## src/rtl/can_rx_pkg.sv

```systemverilog
package can_rx_pkg;
    localparam int ID_W   = 29;
    localparam int STD_W  = 11;
    localparam int DLC_W  = 4;
    localparam int DATA_W = 64;
    localparam int HIT_W  = 3;

    typedef enum logic [1:0] {S_IDLE, S_MATCH, S_LOAD} acc_state_e;

    typedef enum logic [1:0] {
        M_TYPED = 2'b00,
        M_EXT   = 2'b01,
        M_STD   = 2'b10,
        M_ALL   = 2'b11
    } rx_mode_e;

    typedef struct packed {
        logic              ide;
        logic [ID_W-1:0]   id;
        logic [DLC_W-1:0]  dlc;
        logic [DATA_W-1:0] data;
    } frame_t;
endpackage

```

## src/rtl/can_rx_filt.sv

```systemverilog
module can_rx_filt
    import can_rx_pkg::*;
(
    input  logic [ID_W-1:0] f_id,
    input  logic            f_ext,
    input  logic [ID_W-1:0] mask,
    input  logic [1:0]      mode,
    input  logic            ide,
    input  logic [ID_W-1:0] id,
    output logic            hit
);
    localparam logic [ID_W-1:0] STD_MASK = {{(ID_W-STD_W){1'b0}}, {STD_W{1'b1}}};

    logic [ID_W-1:0] width_mask;
    logic            bits_ok;
    logic            type_ok;

    always_comb begin
        width_mask = ide ? {ID_W{1'b1}} : STD_MASK;
        bits_ok    = (((id ^ f_id) & mask & width_mask) == '0);
        unique case (mode)
            M_TYPED: type_ok = (f_ext == ide);
            M_EXT:   type_ok = ide;
            M_STD:   type_ok = !ide;
            M_ALL:   type_ok = 1'b0;
            default: type_ok = 1'b0;
        endcase
        hit = type_ok && bits_ok;
    end
endmodule

```

## src/rtl/can_rx_slot.sv

```systemverilog
module can_rx_slot
    import can_rx_pkg::*;
(
    input  logic             clk,
    input  logic             rst_n,
    input  logic             load,
    input  logic             release_i,
    input  frame_t           frm_in,
    input  logic [HIT_W-1:0] hit_in,
    output frame_t           frm_q,
    output logic [HIT_W-1:0] hit_q,
    output logic             full
);
    always_ff @(posedge clk or negedge rst_n) begin
        if (!rst_n) begin
            frm_q <= '0;
            hit_q <= '0;
            full  <= 1'b0;
        end else if (load) begin
            frm_q <= frm_in;
            hit_q <= hit_in;
            full  <= 1'b1;
        end else if (release_i) begin
            full  <= 1'b0;
        end
    end
endmodule

```

## src/rtl/can_rx_errcnt.sv

```systemverilog
module can_rx_errcnt #(
    parameter int CNT_W    = 8,
    parameter int WARN_LIM = 96
) (
    input  logic             clk,
    input  logic             rst_n,
    input  logic             err_pulse,
    output logic [CNT_W-1:0] cnt,
    output logic             warn
);
    localparam logic [CNT_W-1:0] CNT_MAX = {CNT_W{1'b1}};
    localparam logic [CNT_W-1:0] LIM     = CNT_W'(WARN_LIM);

    always_ff @(posedge clk or negedge rst_n) begin
        if (!rst_n)
            cnt <= '0;
        else if (err_pulse && cnt != CNT_MAX)
            cnt <= cnt + 1'b1;
    end

    assign warn = (cnt >= LIM);
endmodule

```

## src/rtl/can_rx_accept.sv

```systemverilog
module can_rx_accept
    import can_rx_pkg::*;
#(
    parameter int N_FILT   = 6,
    parameter int N_B0     = 2,
    parameter int CNT_W    = 8,
    parameter int WARN_LIM = 96,
    parameter int ADDR_W   = 4
) (
    input  logic              clk,
    input  logic              rst_n,
    input  logic              frm_valid,
    input  logic              frm_ide,
    input  logic [28:0]       frm_id,
    input  logic [3:0]        frm_dlc,
    input  logic [63:0]       frm_data,
    input  logic              rx_err,
    input  logic              wr_en,
    input  logic [ADDR_W-1:0] wr_addr,
    input  logic [29:0]       wr_data,
    output logic              b0_full,
    output logic              b1_full,
    output logic              b0_ovr,
    output logic              b1_ovr,
    output logic              err_flag,
    output logic              warn_flag,
    output logic [CNT_W-1:0]  err_cnt,
    output logic              irq,
    output logic [28:0]       b0_id,
    output logic              b0_ide,
    output logic [3:0]        b0_dlc,
    output logic [63:0]       b0_data,
    output logic [2:0]        b0_hit,
    output logic [28:0]       b1_id,
    output logic              b1_ide,
    output logic [3:0]        b1_dlc,
    output logic [63:0]       b1_data,
    output logic [2:0]        b1_hit
);
    localparam logic [ADDR_W-1:0] A_MASK0 = ADDR_W'(N_FILT);
    localparam logic [ADDR_W-1:0] A_MASK1 = ADDR_W'(N_FILT + 1);
    localparam logic [ADDR_W-1:0] A_CTRL  = ADDR_W'(N_FILT + 2);
    localparam logic [ADDR_W-1:0] A_CLR   = ADDR_W'(N_FILT + 3);
    localparam logic [HIT_W-1:0]  HIT_ALL = {HIT_W{1'b1}};

    // configuration
    logic [ID_W-1:0]   f_id [N_FILT];
    logic [N_FILT-1:0] f_ext;
    logic [ID_W-1:0]   msk [2];
    logic [1:0]        mode0, mode1;
    logic              ctl_dben, ctl_ie0, ctl_ie1, ctl_wie;
    logic              clr_wr;

    assign clr_wr = wr_en && (wr_addr == A_CLR);

    always_ff @(posedge clk or negedge rst_n) begin
        if (!rst_n) begin
            for (int i = 0; i < N_FILT; i++) f_id[i] <= '0;
            f_ext    <= '0;
            msk[0]   <= '0;
            msk[1]   <= '0;
            mode0    <= M_TYPED;
            mode1    <= M_TYPED;
            ctl_dben <= 1'b0;
            ctl_ie0  <= 1'b0;
            ctl_ie1  <= 1'b0;
            ctl_wie  <= 1'b0;
        end else if (wr_en) begin
            for (int i = 0; i < N_FILT; i++) begin
                if (wr_addr == ADDR_W'(i)) begin
                    f_id[i]  <= wr_data[ID_W-1:0];
                    f_ext[i] <= wr_data[ID_W];
                end
            end
            if (wr_addr == A_MASK0) msk[0] <= wr_data[ID_W-1:0];
            if (wr_addr == A_MASK1) msk[1] <= wr_data[ID_W-1:0];
            if (wr_addr == A_CTRL) begin
                mode0    <= wr_data[1:0];
                mode1    <= wr_data[3:2];
                ctl_dben <= wr_data[4];
                ctl_ie0  <= wr_data[5];
                ctl_ie1  <= wr_data[6];
                ctl_wie  <= wr_data[7];
            end
        end
    end

    // sequencer
    acc_state_e st, st_nx;
    frame_t     cap;

    always_ff @(posedge clk or negedge rst_n) begin
        if (!rst_n) st <= S_IDLE;
        else        st <= st_nx;
    end

    always_comb begin
        unique case (st)
            S_IDLE:  st_nx = frm_valid ? S_MATCH : S_IDLE;
            S_MATCH: st_nx = S_LOAD;
            S_LOAD:  st_nx = S_IDLE;
            default: st_nx = S_IDLE;
        endcase
    end

    always_ff @(posedge clk or negedge rst_n) begin
        if (!rst_n)
            cap <= '0;
        else if (st == S_IDLE && frm_valid)
            cap <= '{ide: frm_ide, id: frm_id, dlc: frm_dlc, data: frm_data};
    end

    // filter slices
    logic [N_FILT-1:0] hits;

    for (genvar g = 0; g < N_FILT; g++) begin : g_filt
        can_rx_filt u_filt (
            .f_id  (f_id[g]),
            .f_ext (f_ext[g]),
            .mask  ((g < N_B0) ? msk[0] : msk[1]),
            .mode  ((g < N_B0) ? mode0 : mode1),
            .ide   (cap.ide),
            .id    (cap.id),
            .hit   (hits[g])
        );
    end

    logic             any0, any1;
    logic [HIT_W-1:0] idx0, idx1;

    always_comb begin
        any0 = 1'b0;
        any1 = 1'b0;
        idx0 = '0;
        idx1 = '0;
        for (int i = N_FILT - 1; i >= 0; i--) begin
            if (hits[i]) begin
                if (i < N_B0) begin
                    any0 = 1'b1;
                    idx0 = HIT_W'(i);
                end else begin
                    any1 = 1'b1;
                    idx1 = HIT_W'(i);
                end
            end
        end
    end

    // verdicts registered in MATCH
    logic             acc0, acc1;
    logic [HIT_W-1:0] hit0, hit1;

    always_ff @(posedge clk or negedge rst_n) begin
        if (!rst_n) begin
            acc0 <= 1'b0;
            acc1 <= 1'b0;
            hit0 <= '0;
            hit1 <= '0;
        end else if (st == S_MATCH) begin
            acc0 <= (mode0 == M_ALL) || any0;
            acc1 <= (mode1 == M_ALL) || any1;
            hit0 <= (mode0 == M_ALL) ? HIT_ALL : idx0;
            hit1 <= (mode1 == M_ALL) ? HIT_ALL : idx1;
        end
    end

    // commit decisions in LOAD
    logic             ld0, ld1, roll, set_ovr0, set_ovr1;
    logic [HIT_W-1:0] hit_b1;

    always_comb begin
        ld0      = 1'b0;
        ld1      = 1'b0;
        roll     = 1'b0;
        set_ovr0 = 1'b0;
        set_ovr1 = 1'b0;
        if (st == S_LOAD) begin
            if (acc0) begin
                if (!b0_full)      ld0 = 1'b1;
                else if (!ctl_dben) set_ovr0 = 1'b1;
                else if (!b1_full) roll = 1'b1;
                else               set_ovr1 = 1'b1;
            end else if (acc1) begin
                if (!b1_full) ld1 = 1'b1;
                else          set_ovr1 = 1'b1;
            end
        end
        hit_b1 = roll ? hit0 : hit1;
    end

    always_ff @(posedge clk or negedge rst_n) begin
        if (!rst_n) begin
            b0_ovr   <= 1'b0;
            b1_ovr   <= 1'b0;
            err_flag <= 1'b0;
        end else begin
            b0_ovr   <= set_ovr0 || (b0_ovr && !(clr_wr && wr_data[2]));
            b1_ovr   <= set_ovr1 || (b1_ovr && !(clr_wr && wr_data[3]));
            err_flag <= set_ovr0 || set_ovr1 || (err_flag && !(clr_wr && wr_data[4]));
        end
    end

    frame_t s0, s1;

    can_rx_slot u_slot0 (
        .clk       (clk),
        .rst_n     (rst_n),
        .load      (ld0),
        .release_i (clr_wr && wr_data[0]),
        .frm_in    (cap),
        .hit_in    (hit0),
        .frm_q     (s0),
        .hit_q     (b0_hit),
        .full      (b0_full)
    );

    can_rx_slot u_slot1 (
        .clk       (clk),
        .rst_n     (rst_n),
        .load      (ld1 || roll),
        .release_i (clr_wr && wr_data[1]),
        .frm_in    (cap),
        .hit_in    (hit_b1),
        .frm_q     (s1),
        .hit_q     (b1_hit),
        .full      (b1_full)
    );

    can_rx_errcnt #(.CNT_W(CNT_W), .WARN_LIM(WARN_LIM)) u_errcnt (
        .clk       (clk),
        .rst_n     (rst_n),
        .err_pulse (rx_err),
        .cnt       (err_cnt),
        .warn      (warn_flag)
    );

    assign {b0_ide, b0_id, b0_dlc, b0_data} = s0;
    assign {b1_ide, b1_id, b1_dlc, b1_data} = s1;
    assign irq = (b0_full && ctl_ie0) || (b1_full && ctl_ie1) || (warn_flag && ctl_wie);
endmodule

```

## config.mk

```make
export PLATFORM = sky130hd
export DESIGN_NAME = can_rx_accept
export DESIGN_NICKNAME = d
export VERILOG_FILES = /design/src/rtl/can_rx_pkg.sv /design/src/rtl/can_rx_filt.sv /design/src/rtl/can_rx_slot.sv /design/src/rtl/can_rx_errcnt.sv /design/src/rtl/can_rx_accept.sv
export SDC_FILE = /design/constraint.sdc
export NUM_CORES = 1
export LEC_CHECK = 0
export ABC_AREA = 0
export BUFFER_PORTS_ARGS = -buffer_cell sky130_fd_sc_hd__buf_4
export CORE_MARGIN = 4
export CORE_UTILIZATION = 58
export CTS_CLUSTER_DIAMETER = 100
export DETAILED_ROUTE_END_ITERATION = 10
export PLACE_DENSITY = 0.84
export SLEW_MARGIN = 15
export SYNTH_ARGS = -nofsm -noshare
export SYNTH_HDL_FRONTEND = slang
export SYNTH_HIERARCHICAL = 1
export SYNTH_SLANG_ARGS = --single-unit
```

## constraint.sdc

```tcl
create_clock -name clk -period 2.9 [get_ports clk]
set_clock_uncertainty 0.15 [all_clocks]
set_input_delay 0.29 -clock clk [delete_from_list [all_inputs] [get_ports clk]]
set_output_delay 0.29 -clock clk [all_outputs]
set_load 0.02 [all_outputs]
```

# After elaboration in Yosys (flattened, before gate mapping)
# Index checks and enable logic that the tools add are counted.
word_totals:
  elab_cells: 192
  out_inout_bits: 217
  reg_bits: 569
op_classes:
  mux: 49
  n_lt_le_gt_ge: 1
  n_bitwise: 18
  reduce_logical: 54
  n_addsub: 1
  n_eq_ne: 24
ops:
  columns: ["cell", "n"]
  rows:
  - ["$and 29x29->29", 12]
  - ["$logic_not 29->1", 6]
  - ["$xor 29x29->29", 6]
  - ["$mux 1", 33]
  - ["$mux 29", 1]
  - ["$mux 3", 8]
  - ["$pmux 1 s4", 6]
  - ["$logic_and 1x1->1", 20]
  - ["$reduce_and 2->1", 9]
  - ["$eq 4x3->1 const B", 4]
  - ["$eq 2x2->1 const B", 5]
  - ["$logic_or 1x1->1", 9]
  - ["$add 8x1->8 const B", 1]
  - ["$eq 4x2->1 const B", 2]
  - ["$eq 4x4->1 const B", 2]
  - ["$ge 8x7->1 const B", 1]
  - ["$ne 8x8->1 const B", 1]
  - ["$eq 1x1->1", 6]
  - ["$eq 2x1->1 const B", 3]
  - ["$logic_not 2->1", 3]
  - ["$eq 4x1->1 const B", 1]
  - ["$logic_not 1->1", 4]
  - ["$logic_not 4->1", 1]
  - ["$pmux 2 s2", 1]
  - ["$reduce_bool 2->1", 2]

# Depth between registers and ports, before layout
# Gate-level depths: netlist of the first run.
depth:
  word_depth: 10
  depth_mapped: 8
  ltp_nobuf: 8

# By module
# Netlist of the first run, hierarchy kept.
by_module_without_submodules:
  columns: ["module", "seq_area_each_um2", "n_inst", "cells_each", "area_per_inst_um2"]
  rows:
  - ["can_rx_accept", 8908.5, 1, 806, 13645.6]
  - ["can_rx_slot", 2552.4, 2, 216, 4105.2]
  - ["can_rx_filt", 0.0, 6, 53, 447.9]
  - ["can_rx_errcnt", 200.2, 1, 43, 459.2]

# Least setup slack after synthesis of the first run
# OpenSTA, ideal clock, no wires.
synth_timing:
  path_type: "flip-flop to flip-flop"
  start: "reg cap[82] (netlist name)"
  end: "reg hit1[2]"
  path_slack_ns: 0.610
  path_buffers: 0
  stages_incl_launch_ff: 9
  arrival_ns: 2.076
  period_less_slack_ns: 2.290
  path_cell_list: "dfrtp_1 -> xor2_1 -> a22o_1 -> a221oi_2 -> nand4_1 -> a2111oi_2 -> nor2_1 -> o311ai_0 -> o21a_1"
synth_via:
  word_cells_on_any_way: 25
synth_rtl:
  columns: ["element", "line", "source"]
  rows:
  - ["start, declared", "can_rx_accept.sv:90", "frame_t cap;"]
  - ["start signal, assigned", "can_rx_accept.sv:110", "cap <= '{ide: frm_ide, id: frm_id, dlc: frm_dlc, data: frm_data};"]
  - ["$xor 29x29->29", "can_rx_filt.sv:20", "bits_ok = (((id ^ f_id) & mask & width_mask) == '0);"]
  - ["$and 29x29->29 (2 in series)", "can_rx_filt.sv:20", null]
  - ["$logic_not 29->1", "can_rx_filt.sv:20", null]
  - ["$logic_and 1x1->1", "can_rx_filt.sv:28", "hit = type_ok && bits_ok;"]
  - ["via hits[4]", "can_rx_accept.sv:114", "logic [N_FILT-1:0] hits;"]
  - ["$mux 3 (3 in series)", "can_rx_accept.sv:137", "if (hits[i]) begin"]
  - ["$mux 3", "can_rx_accept.sv:163", "hit1 <= (mode1 == M_ALL) ? HIT_ALL : idx1;"]
  - ["end signal, assigned", "can_rx_accept.sv:163", null]
  - ["end, declared", "can_rx_accept.sv:151", "logic [HIT_W-1:0] hit0, hit1;"]
# The timed path passes the listed nets, and every way through them passes these cells.
# A chain may end at the register's enable or synchronous reset.

# Worst setup path in the final report of the first run
# Same ends and word-level chain as after synthesis.

==> results of run 1 <==
==> layout make-up <==
class | instances | area (um^2)
timing repair buffer | 515 | 4360
clock buffer | 86 | 1720
inverter | 14 | 52.6
fill | 2550 | 10800
antenna | 1 | 2.50
multi-input combinational | 954 | 10300
tap | 577 | 722
sequential | 568 | 14200
clock inverter | 15 | 185
==> power by group through the flow <==
| stage | Clock (mW) | Sequential, mW | Combinational [mW] |
|---|---|---|---|
| detailed placement | 0 | 13.1 | 10.7 |
| CTS | 7.62 | 13.0 | 10.9 |
| floorplan | 0 | 14.2 | 5.04 |
| finish | 7.50 | 13.0 | 10.9 |
| global route | 7.98 | 13.4 | 11.5 |
| global placement | 0 | 12.9 | 10.4 |
==> layout by cell type, fill, tap and decap left out, types with 3 or more instances in the layout <==
master	n
nand2_1	19
clkinv_2	9
o21ai_0	3
clkbuf_8	14
and3_1	11
a21o_1	4
a22oi_1	42
dlygate4sd3_1	131
xor2_1	174
dfrtp_1	567
nand2b_1	5
nor2_1	21
nand4_1	8
nor3_1	3
a31oi_1	3
nand3_1	12
clkbuf_1	13
buf_12	13
a221oi_2	18
clkbuf_16	59
a222oi_1	7
mux2_4	189
buf_4	370
mux2_1	4
bufinv_16	4
nor3b_2	3
a2111oi_2	5
a21oi_1	10
a22o_1	18
a211oi_1	7
inv_1	13
mux2_2	361
==> cell families after synthesis <==
group | synth area share
simple gates | 0.0222
flops | 0.568
xor+xnor | 0.0613
mux | 0.278
fa+ha+maj | 0.00100
buf+inv | 0.0233
compound gates | 0.0458
==> sequential cells by signal, summed over array words and instances (netlist names), 2 cells and up <==
signal	flops
cap	98
f_ext	6
f_id	174
hit0	2
hit1	3
mode0	2
mode1	2
msk	58
st	2
u_errcnt/cnt	8
u_slot0/frm_q	98
u_slot0/hit_q	3
u_slot1/frm_q	98
u_slot1/hit_q	3
==> routing by layer <==
metal | global-route usage | routed length [um] | vias up
li1 | - | - | 6773
met1 | 0.347 | 26000 | 8097
met2 | 0.467 | 31900 | 377
met3 | 0.0328 | 2270 | 99
met4 | 0.0779 | 1550 | 0
met5 | 0 | 0 | -
==> path summary, 6_finish.rpt <==
path                                     end  slack [ns]  depth (start not counted)
min                        u_slot1/frm_q[43]        0.11                          2
min reg2reg                           b0_ovr        0.35                          1
max reg2reg                          hit1[2]        0.24                          8
max                                  hit1[2]        0.24                          8
min in group clk                      b0_ovr        0.15                          4
max in group asynchronous    u_errcnt/cnt[1]        1.54                          3
==> what timing repair did <==
action	CTS	global route
endpoints found under the setup margin	0	1
hold endpoints to repair	425	0
resized for setup	0	3
hold buffers	131	0
==> results.md, run 1 <==
* Post-DP Area at roughly 28000 um^2
* Hold Worst Slack at about 0.11 ns
* Post-synthesis average cell area at 15.6 um^2
* Routed len/inst at ~23 um
* CP top delay family: compound AO/OA/AOI/OAI gates
* CP endpoint kind: flop
* CP arrival at 3.07 ns
* Global-route wire length before repair at 98500 um
* CP peak stage delay at between 0.5 and 0.6 ns
* Min-delay worst type: in2async
* Syn-to-layout area delta at 26.0%
* Largest net degree at the start of global routing at just over 80
* Worst Slack Setup Final at approximately 0.24 ns
* Netlist cell types at 53
* Root Buffer: clkbuf_16
* Slowest CP cell: dfrtp_1
* Fraction of layout instances using a drive strength above 1 at 0.493
* Status: finished, final reports clean
* Power share of the combinational group at 0.347
* Net count after synthesis at ~1700
* Place WS at roughly 0.15 ns
* Ys flop type: dfrtp_1
* Residual DRC count at 0
* Cts bufs inserted at slightly below 60
* Initial Utilization at 0.591
* Gp weighted congestion at between 0.8 and 0.9
* Sw frac at 0.336
* Inst Count DP at 2497
* Total wire length at approximately 60000 um
* Via-to-Cell Ratio at roughly 5.6
* Die area at about 46000 um^2
* Core area at 42300 um^2
* Post CTS Setup Buffer Count at 0
* Worst slew pin tran at ~0.74 ns
* Static leakage at between 10 and 15 nW
* Post-Synthesis Cells at about 1600
* Pwr dens at around 1000 nW/um^2
* Max_cap viols at 0
* Ys Warns at 6
* Clock latency on the worst-skew pair at about 0.61 ns
* Max clock buf depth at 3
* Setup TNS at 0 ns
* H-Tree Depth at 2
* Cell with the most instances after synthesis: dfrtp_1
* Setup violators final at 0
* Die H at about 220 um
* Nets at 2250
* CTS tree: yes
* RSZ-0062 raised after global routing: false
* Final Cell Area at roughly 32000 um^2
* Fmax at around 0.38 GHz
* EDFF count, synth at 0
* CP Cell Sequence: xor2_1 -> a22o_1 -> a221oi_2 -> nand4_1 -> a2111oi_2 -> nor2_1 -> o311ai_1 -> o21a_1
* CTS Sinks at 568
* Gr usage total at 0.265
* P_int at approximately 21 mW
* Period minus WS final at 2.66 ns
* Reg2Reg Launch Point: cap[82]
* Post-synth top area share at 0.568
* IO buf count at between 300 and 400
* Startpoint type of the worst setup path: flop
* Critical path required time at roughly 3.3 ns
* Clock slew at reported path FFs at 0.06 ns
* FFs w/ async S/R, synth at 1.00
* # rows at 75
* Final Max Slew Viols at 0
* Number of global-route vias before repair at between 15000 and 20000
* Final Hold Fails at 0
* Yosys reg bits at around 570
* Synth Cell Area at 25000 um^2
* Setup crit start: cap[82]
* Post-DP HPWL at between 30000 and 40000 um
* Routed Antenna Nets at 0
* Yosys top cell by area: dfrtp_1
* Kind of critical path: reg2reg
* Clock share of power at 0.238
* Drt initial violations at 1037
* Total Power at ~31 mW
* Sequential Power Share at 0.415
* CP bufs+invs at 0
* Initial antenna violation count at 1
* Relative slew slack at 0.504
* Vias post-DR at about 15000
* Most frequent cells after synthesis: dfrtp_1, mux2_2, mux2_4
* VDD IR max at 0.565 mV
* Crit-path max FO at 9
* Finished Layout Cells at about 2700
* Die width at 216 um
* Gr ovfl total at 0
* Tcrit/Tclk final at 0.918
* Register area share after synthesis at 0.568
* Layout Utilization at 0.745
* Boundary Pins at around 350
* Top post-synthesis cells by area: dfrtp_1, mux2_2, mux2_4
* DR pass1 iterations at 5
* Net Sw Power at roughly 11 mW
Note: power is estimated with default switching activity, not from simulation.
==> run 2, diff against run 1 <==
--- a/config.mk
+++ b/config.mk
@@ -8,10 +8,10 @@
 export ABC_AREA = 0
 export BUFFER_PORTS_ARGS = -buffer_cell sky130_fd_sc_hd__buf_4
 export CORE_MARGIN = 4
-export CORE_UTILIZATION = 58
+export CORE_UTILIZATION = 61
 export CTS_CLUSTER_DIAMETER = 100
 export DETAILED_ROUTE_END_ITERATION = 10
-export PLACE_DENSITY = 0.84
+export PLACE_DENSITY = 0.87
 export SLEW_MARGIN = 15
 export SYNTH_ARGS = -nofsm -noshare
 export SYNTH_HDL_FRONTEND = slang
==> constraint.sdc (replaced) <==
create_clock -name clk -period 3.45 [get_ports clk]
set_clock_uncertainty 0.15 [all_clocks]
set_input_delay 0.345 -clock clk [delete_from_list [all_inputs] [get_ports clk]]
set_output_delay 0.345 -clock clk [all_outputs]
set_load 0.02 [all_outputs]
==> run 2 against run 1 <==
Against the previous run:
- die area shrank 4.7%
- count of clock-buffer cells in the layout grew 1
- final area shrank 0.19%
- core utilization grew 4.0 points
- largest cell class unchanged
- sequential share of layout area grew 0.082 points
- critical endpoint unchanged
- clock power shrank 15%
==> results.md, run 2 (synthesis gave the netlist of run 1 again) <==
* Met2 wire length at 31600 um (was 31900 um)
* Clock latency on the worst-skew pair at 0.61 ns (about the same)
* Min-delay worst type: in2reg (was in2async)
* Hold path depth at 4
* Post CTS Setup Buffer Count at 0 (unchanged)
* Die width at 210 um (was 216 um)
* Kind of critical path: reg2reg (unchanged)
* Gp weighted congestion at 0.837 (was 0.863)
* Max_cap viols at 0 (unchanged)
* Startpoint type of the worst setup path: flop (unchanged)
* RSZ-0062 raised after global routing: false (unchanged)
* Static leakage at 14.7 nW (about the same)
* Relative slew slack at 0.447 (was 0.504)
* Routed len/inst at 22.9 um (was 22.6 um)
* DR pass1 iterations at 7 (was 5)
* VDD IR max at 0.589 mV (was 0.565 mV)
* Residual DRC count at 0 (unchanged)
* CTS tree: yes (unchanged)
* Finished Layout Cells at 2678 (was 2730)
* Post-DP HPWL at 39300 um (was 40000 um)
* Worst slew pin tran at 0.829 ns (was 0.744 ns)
* Cts bufs inserted at 57 (was 58)
* H-Tree Depth at 2 (unchanged)
* Fill cells at 2255 (was 2550)
* DRT met1 WL at 25400 um (was 26000 um)
* CP peak stage delay at 0.53 ns (was 0.52 ns)
* Crit-path max FO at 9 (unchanged)
* CTS-repair resized insts at 0 (unchanged)
* Nets at 2244 (was 2250)
* Gr ovfl total at 0 (unchanged)
* Tcrit/Tclk final at 0.832 (was 0.918)
* Reg2Reg Depth at 8 (unchanged)
* Die area at 44300 um^2 (was 46500 um^2)
* Largest net degree at the start of global routing at 100 (was 83)
* Critical path required time at 3.84 ns (was 3.30 ns)
* Final Hold Fails at 0 (unchanged)
* Commonest non-fill, non-tap cell in the layout: dfrtp_1 (unchanged)
* Final Max Slew Viols at 0 (unchanged)
* Via-to-Cell Ratio at 5.75 (was 5.62)
* Setup violators final at 0 (unchanged)
* IO buf count at 353 (unchanged)
* Top Layer Used: met4 (unchanged)
* Worst Min Path Start: wr_addr[3]
* Reg area at 14200 um^2 (about the same)
* Gr usage total at 0.274 (was 0.265)
* Slowest CP cell: dfrtp_1 (unchanged)
* CTS Sinks at 568 (unchanged)
* Routed Antenna Nets at 0 (unchanged)
* Inst Count DP at 2441 (was 2497)
* Post-DP Area at 28200 um^2 (was 28300 um^2)
* # rows at 73 (was 75)
* Endpoint of the worst register-to-register path: hit1[2] (unchanged)
* Final Cell Area at 31500 um^2 (about the same)
* Most frequent cells in the layout: dfrtp_1, buf_4, mux2_2, mux2_4, xor2_1 (unchanged)
* Setup TNS at 0 ns (unchanged)
* Largest register FFs at 174 (unchanged)
* Boundary Pins at 354 (unchanged)
* Hold worst-path end: b1_ovr
* R2r setup slk at 0.58 ns (was 0.24 ns)
* Core area at 40100 um^2 (was 42300 um^2)
* Root Buffer: clkbuf_16 (unchanged)
* Reg2Reg Launch Point: cap[80] (was cap[82])
* Clock slew at reported path FFs at 0.06 ns (about the same)
* Total Power at 26.5 mW (was 31.5 mW)
* Initial Utilization at 0.624 (was 0.591)
* Drt initial violations at 1010 (was 1037)
* Vias post-DR at 15400 (was 15300)
* Most flop-heavy register: f_id (unchanged)
* Number of global-route vias before repair at 17000 (was 16900)
* Max clock buf depth at 3 (unchanged)
* Period minus WS final at 2.87 ns (was 2.66 ns)
* Die H at 210 um (was 216 um)
* CP Cell Sequence: xor2_1 -> a22o_1 -> a221oi_2 -> nand4_1 -> a2111oi_2 -> nor2_1 -> o311ai_0 -> o21a_1 (was xor2_1 -> a22o_1 -> a221oi_2 -> nand4_1 -> a2111oi_2 -> nor2_1 -> o311ai_1 -> o21a_1)
* Syn-to-layout area delta at 25.8% (was 26.0%)
* Pwr dens at 843 nW/um^2 (was 999 nW/um^2)
* Met3 wire length at 3120 um (was 2270 um)
* Initial antenna violation count at 2 (was 1)
* Fmax at 0.349 GHz (was 0.375 GHz)
* Total wire length at 61400 um (was 61700 um)
* CP arrival at 3.26 ns (was 3.07 ns)
* Multi-input gate area at 10200 um^2 (was 10300 um^2)
* Global-route wire length before repair at 97000 um (was 98500 um)
* Status: finished, final reports clean (unchanged)
* Fraction of layout instances using a drive strength above 1 at 0.493 (about the same)
* CP endpoint kind: flop (unchanged)
-- run 2: changes by cell type in the layout (fill, tap and decap cells not counted), moves of 2 or more --
cell,delta
buf_4,-5
clkbuf_8,+2
inv_6,+2
clkbuf_16,-2
-- run 2: final cells by class --
class | instances | area share
flip-flops and latches | 568 | 0.452
multi-input cells | 954 | 0.326
repair buffers | 510 | 0.138
clock buffers | 87 | 0.0540
well taps | 525 | 0.0209
clock inverters | 19 | 0.00796
inverters | 14 | 0.00167
diodes | 1 | 0.0000796
-- run 2: how the worst max path moves through the flow --
stage	startpoint	to	slack (ns)	cells after the start
2_1_floorplan	cap[82]	hit1[2]	1.16	8
3_3_place_gp	cap[80]	hit1[2]	0.79	8
3_5_place_dp	cap[80]	hit1[2]	0.64	8
4_1_cts	cap[80]	hit1[2]	0.62	8
5_1_grt	cap[80]	hit1[2]	0.47	8
6_report	cap[80]	hit1[2]	0.58	8
-- run 2: worst max-delay path: cells and delay by family (launching register included) --
kind,cells,cell delay [ns]
flops,1,0.53
simple gates,2,0.35
compound gates,5,1.57
xor+xnor,1,0.22
-- run 2: what timing repair did --
item                                    in CTS  in global routing
endpoints found under the hold margin      436                  0
hold buffers                               130                  0
endpoints found under the setup margin       0                  0
-- run 2: layer usage --
| layer | GRT usage | vias up |
|---|---|---|
| met2 | 0.476 | 452 |
| met3 | 0.0494 | 93 |
| li1 | - | 6754 |
| met5 | 0 | - |
| met1 | 0.363 | 8110 |
| met4 | 0.0698 | 0 |
-- run 2: stage by stage --
stage	worst slack, ns	util	hold WS [ns]
final	0.581	0.784	0.174
after floorplan	1.16	-	-0.101
after CTS	0.624	0.784	0.146
after global routing	0.473	0.784	0.169
after global placement	0.790	0.703	0.289
after detailed placement	0.638	0.703	0.312
-- run 2: power breakdown --
group          internal [mW]  switching (mW)  leakage [nW]
clock network           3.78            2.59         0.967
logic                   4.93            4.24          6.81
registers               8.90            2.07          6.91
==> run 3, diff against run 2 <==
--- a/config.mk
+++ b/config.mk
@@ -8,10 +8,10 @@
 export ABC_AREA = 0
 export BUFFER_PORTS_ARGS = -buffer_cell sky130_fd_sc_hd__buf_4
 export CORE_MARGIN = 4
-export CORE_UTILIZATION = 61
+export CORE_UTILIZATION = 52
 export CTS_CLUSTER_DIAMETER = 100
 export DETAILED_ROUTE_END_ITERATION = 10
-export PLACE_DENSITY = 0.87
+export PLACE_DENSITY = 0.79
 export SLEW_MARGIN = 15
 export SYNTH_ARGS = -nofsm -noshare
 export SYNTH_HDL_FRONTEND = slang
==> constraint.sdc (replaced) <==
create_clock -name clk -period 2.37 [get_ports clk]
set_clock_uncertainty 0.15 [all_clocks]
set_input_delay 0.237 -clock clk [delete_from_list [all_inputs] [get_ports clk]]
set_output_delay 0.237 -clock clk [all_outputs]
set_load 0.02 [all_outputs]
==> run 3 against run 2 <==
Against the previous run:
- the run now ends with setup timing left
- critical path depth did not move
- sequential cell count did not move
- final area rose by 2.9%
- first-iteration DRC count fell by 11%
- setup slack got worse by 0.62 ns
- highest routed layer is now met5
==> results.md, run 3 (synthesis gave the netlist of run 1 again) <==
* Status: finished, violations left (was finished, final reports clean)
* Failing checks: setup timing
* Root Buffer: clkbuf_16 (unchanged)
* Boundary Pins at 354 (unchanged)
* Post-DP HPWL at 42300 um (was 39300 um)
* Fill cells at 3258 (was 2255)
* Setup crit start: cap[80] (unchanged)
* Vias post-DR at 15500 (was 15400)
* DR pass1 iterations at 5 (was 7)
* H-Tree Depth at 2 (unchanged)
* Max_cap viols at 0 (unchanged)
* Core area at 47600 um^2 (was 40100 um^2)
* Period minus WS final at 2.41 ns (was 2.87 ns)
* RSZ-0062 raised after global routing: true (was false)
* Die area at 51700 um^2 (was 44300 um^2)
* Largest register FFs at 174 (unchanged)
* Commonest non-fill, non-tap cell in the layout: dfrtp_1 (unchanged)
* Most frequent cells in the layout: dfrtp_1, buf_4, mux2_2, mux2_4, xor2_1 (unchanged)
* Global-route wire length before repair at 97900 um (was 97000 um)
* Inst Count DP at 2610 (was 2441)
* Routed len/inst at 22.3 um (was 22.9 um)
* Finished Layout Cells at 2841 (was 2678)
* Die width at 227 um (was 210 um)
* # rows at 80 (was 73)
* CP endpoint: acc1 (was hit1[2])
* Gr usage total at 0.242 (was 0.274)
* Crit-path max FO at 4 (was 9)
* Gp weighted congestion at 0.836 (was 0.837)
* Clock latency on the worst-skew pair at 0.60 ns (was 0.61 ns)
* IO buf count at 353 (unchanged)
* Die H at 227 um (was 210 um)
* Layout Utilization at 0.679 (was 0.784)
* Worst Min Path Start: wr_addr[3] (unchanged)
* CP arrival at 2.77 ns (was 3.26 ns)
* Total wire length at 63400 um (was 61400 um)
* Nets at 2324 (was 2244)
* Cts bufs inserted at 56 (was 57)
* Reg2Reg Launch Point: cap[80] (unchanged)
* Worst slew pin tran at 0.756 ns (was 0.829 ns)
* Pwr dens at 1210 nW/um^2 (was 843 nW/um^2)
* Setup violators final at 4 (was 0)
* Final Max Slew Viols at 0 (unchanged)
* Initial antenna violation count at 3 (was 2)
* Residual DRC count at 0 (unchanged)
* Final Cell Area at 32400 um^2 (was 31500 um^2)
* Gr ovfl total at 0 (unchanged)
* CTS Sinks at 568 (unchanged)
* Fmax at 0.416 GHz (was 0.349 GHz)
* Max clock buf depth at 3 (unchanged)
* Startpoint type of the worst setup path: flop (unchanged)
* Fraction of layout instances using a drive strength above 1 at 0.515 (was 0.493)
* Static leakage at 15.1 nW (was 14.7 nW)
* Endpoint of the worst register-to-register path: acc1 (was hit1[2])
* Number of global-route vias before repair at 16900 (was 17000)
* Min-delay worst type: in2reg (unchanged)
* Via-to-Cell Ratio at 5.44 (was 5.75)
* Worst Slack Setup Final at -0.0366 ns (was 0.581 ns)
* Reg2Reg Depth at 8 (unchanged)
* VDD IR max at 0.640 mV (was 0.589 mV)
* Kind of critical path: reg2reg (unchanged)
* Largest net degree at the start of global routing at 89 (was 100)
* Routed Antenna Nets at 0 (unchanged)
* CP endpoint kind: flop (unchanged)
* Final Hold Fails at 0 (unchanged)
* Post-DP Area at 29000 um^2 (was 28200 um^2)
* Relative slew slack at 0.496 (was 0.447)
* Syn-to-layout area delta at 29.4% (was 25.8%)
* Critical path required time at 2.73 ns (was 3.84 ns)
* Tcrit/Tclk final at 1.02 (was 0.832)
* R2r setup slk at -0.04 ns (was 0.58 ns)
* Drt initial violations at 902 (was 1010)
* Initial Utilization at 0.525 (was 0.624)
* CTS tree: yes (unchanged)
* Most flop-heavy register: f_id (unchanged)
* Clock slew at reported path FFs at 0.06 ns (about the same)
-- run 3: cell count changes in the layout (fill, tap and decap cells not counted), moves of 3 or more --
cell       before  now
inv_6           3    0
clkinv_2        9    6
a2111oi_2       6    0
buf_12         14   22
buf_4         365  434
clkbuf_1       14   11
dfrtp_1       568  564
buf_6           0    4
a2111oi_4       0    6
dfrtp_2         0    4
-- run 3: final cells by class --
class | instances | area, um^2 | share of cell area
clock buffers | 84 | 1690 | 0.0521
clock inverters | 14 | 225 | 0.00696
flip-flops and latches | 568 | 14200 | 0.439
diodes | 1 | 2.50 | 0.0000773
well taps | 615 | 769 | 0.0238
inverters | 14 | 52.6 | 0.00162
multi-input cells | 954 | 10300 | 0.320
repair buffers | 591 | 5060 | 0.156
-- run 3: critical path: stages, from the launching register on --
cell and delay (ns):
dfrtp_2 0.44, buf_6 0.14, xor2_1 0.14, a22o_1 0.25, a221oi_2 0.21, nand4_1 0.23, a2111oi_4 0.44, a211oi_1 0.11
a31oi_1 0.21
-- run 3: report_power, final --
group	internal [mW]	leakage, nW	switching [mW]
sequential	13.0	6.90	2.74
clock	5.53	0.939	3.69
combinational	7.63	7.25	6.62
-- run 3: worst min path at each step --
stage	depth (start not counted)	slack, ns	end
after floorplan	0	-0.21	acc0
after global placement	1	0.004	cap[50]
after detailed placement	1	0.005	cap[50]
after CTS	4	0.02	b1_ovr
after global routing	4	0.05	b1_ovr
final	4	0.06	b1_ovr
-- run 3: what timing repair did --
item                                    CTS  global route
buffers inserted                          0             2
pin swaps                                16             6
resized for setup                        11            11
hold buffers                            131             0
endpoints found under the setup margin    6             7
endpoints found under the hold margin   835             0
-- run 3: through the flow --
step                setup WS (ns)  power, mW  setup TNS, ns  hold slack (ns)
finish                    -0.0366       39.2         -0.105           0.0593
global route               -0.139       40.9         -0.475           0.0541
CTS                      -0.00311       39.3       -0.00311           0.0236
detailed placement         -0.111       29.6         -0.491          0.00531
global placement          -0.0923       29.1         -0.231          0.00421
floorplan                  0.0795       23.6              0           -0.209
-- run 3: metal layers --
metal | share of wire | vias up | wire length, um | GRT usage
li1 | - | 6917 | - | -
met1 | 0.41 | 8042 | 26200 | 0.317
met2 | 0.51 | 399 | 32600 | 0.422
met3 | 0.047 | 99 | 3000 | 0.0423
met4 | 0.025 | 4 | 1570 | 0.0623
met5 | 0.00043 | - | 27 | 0
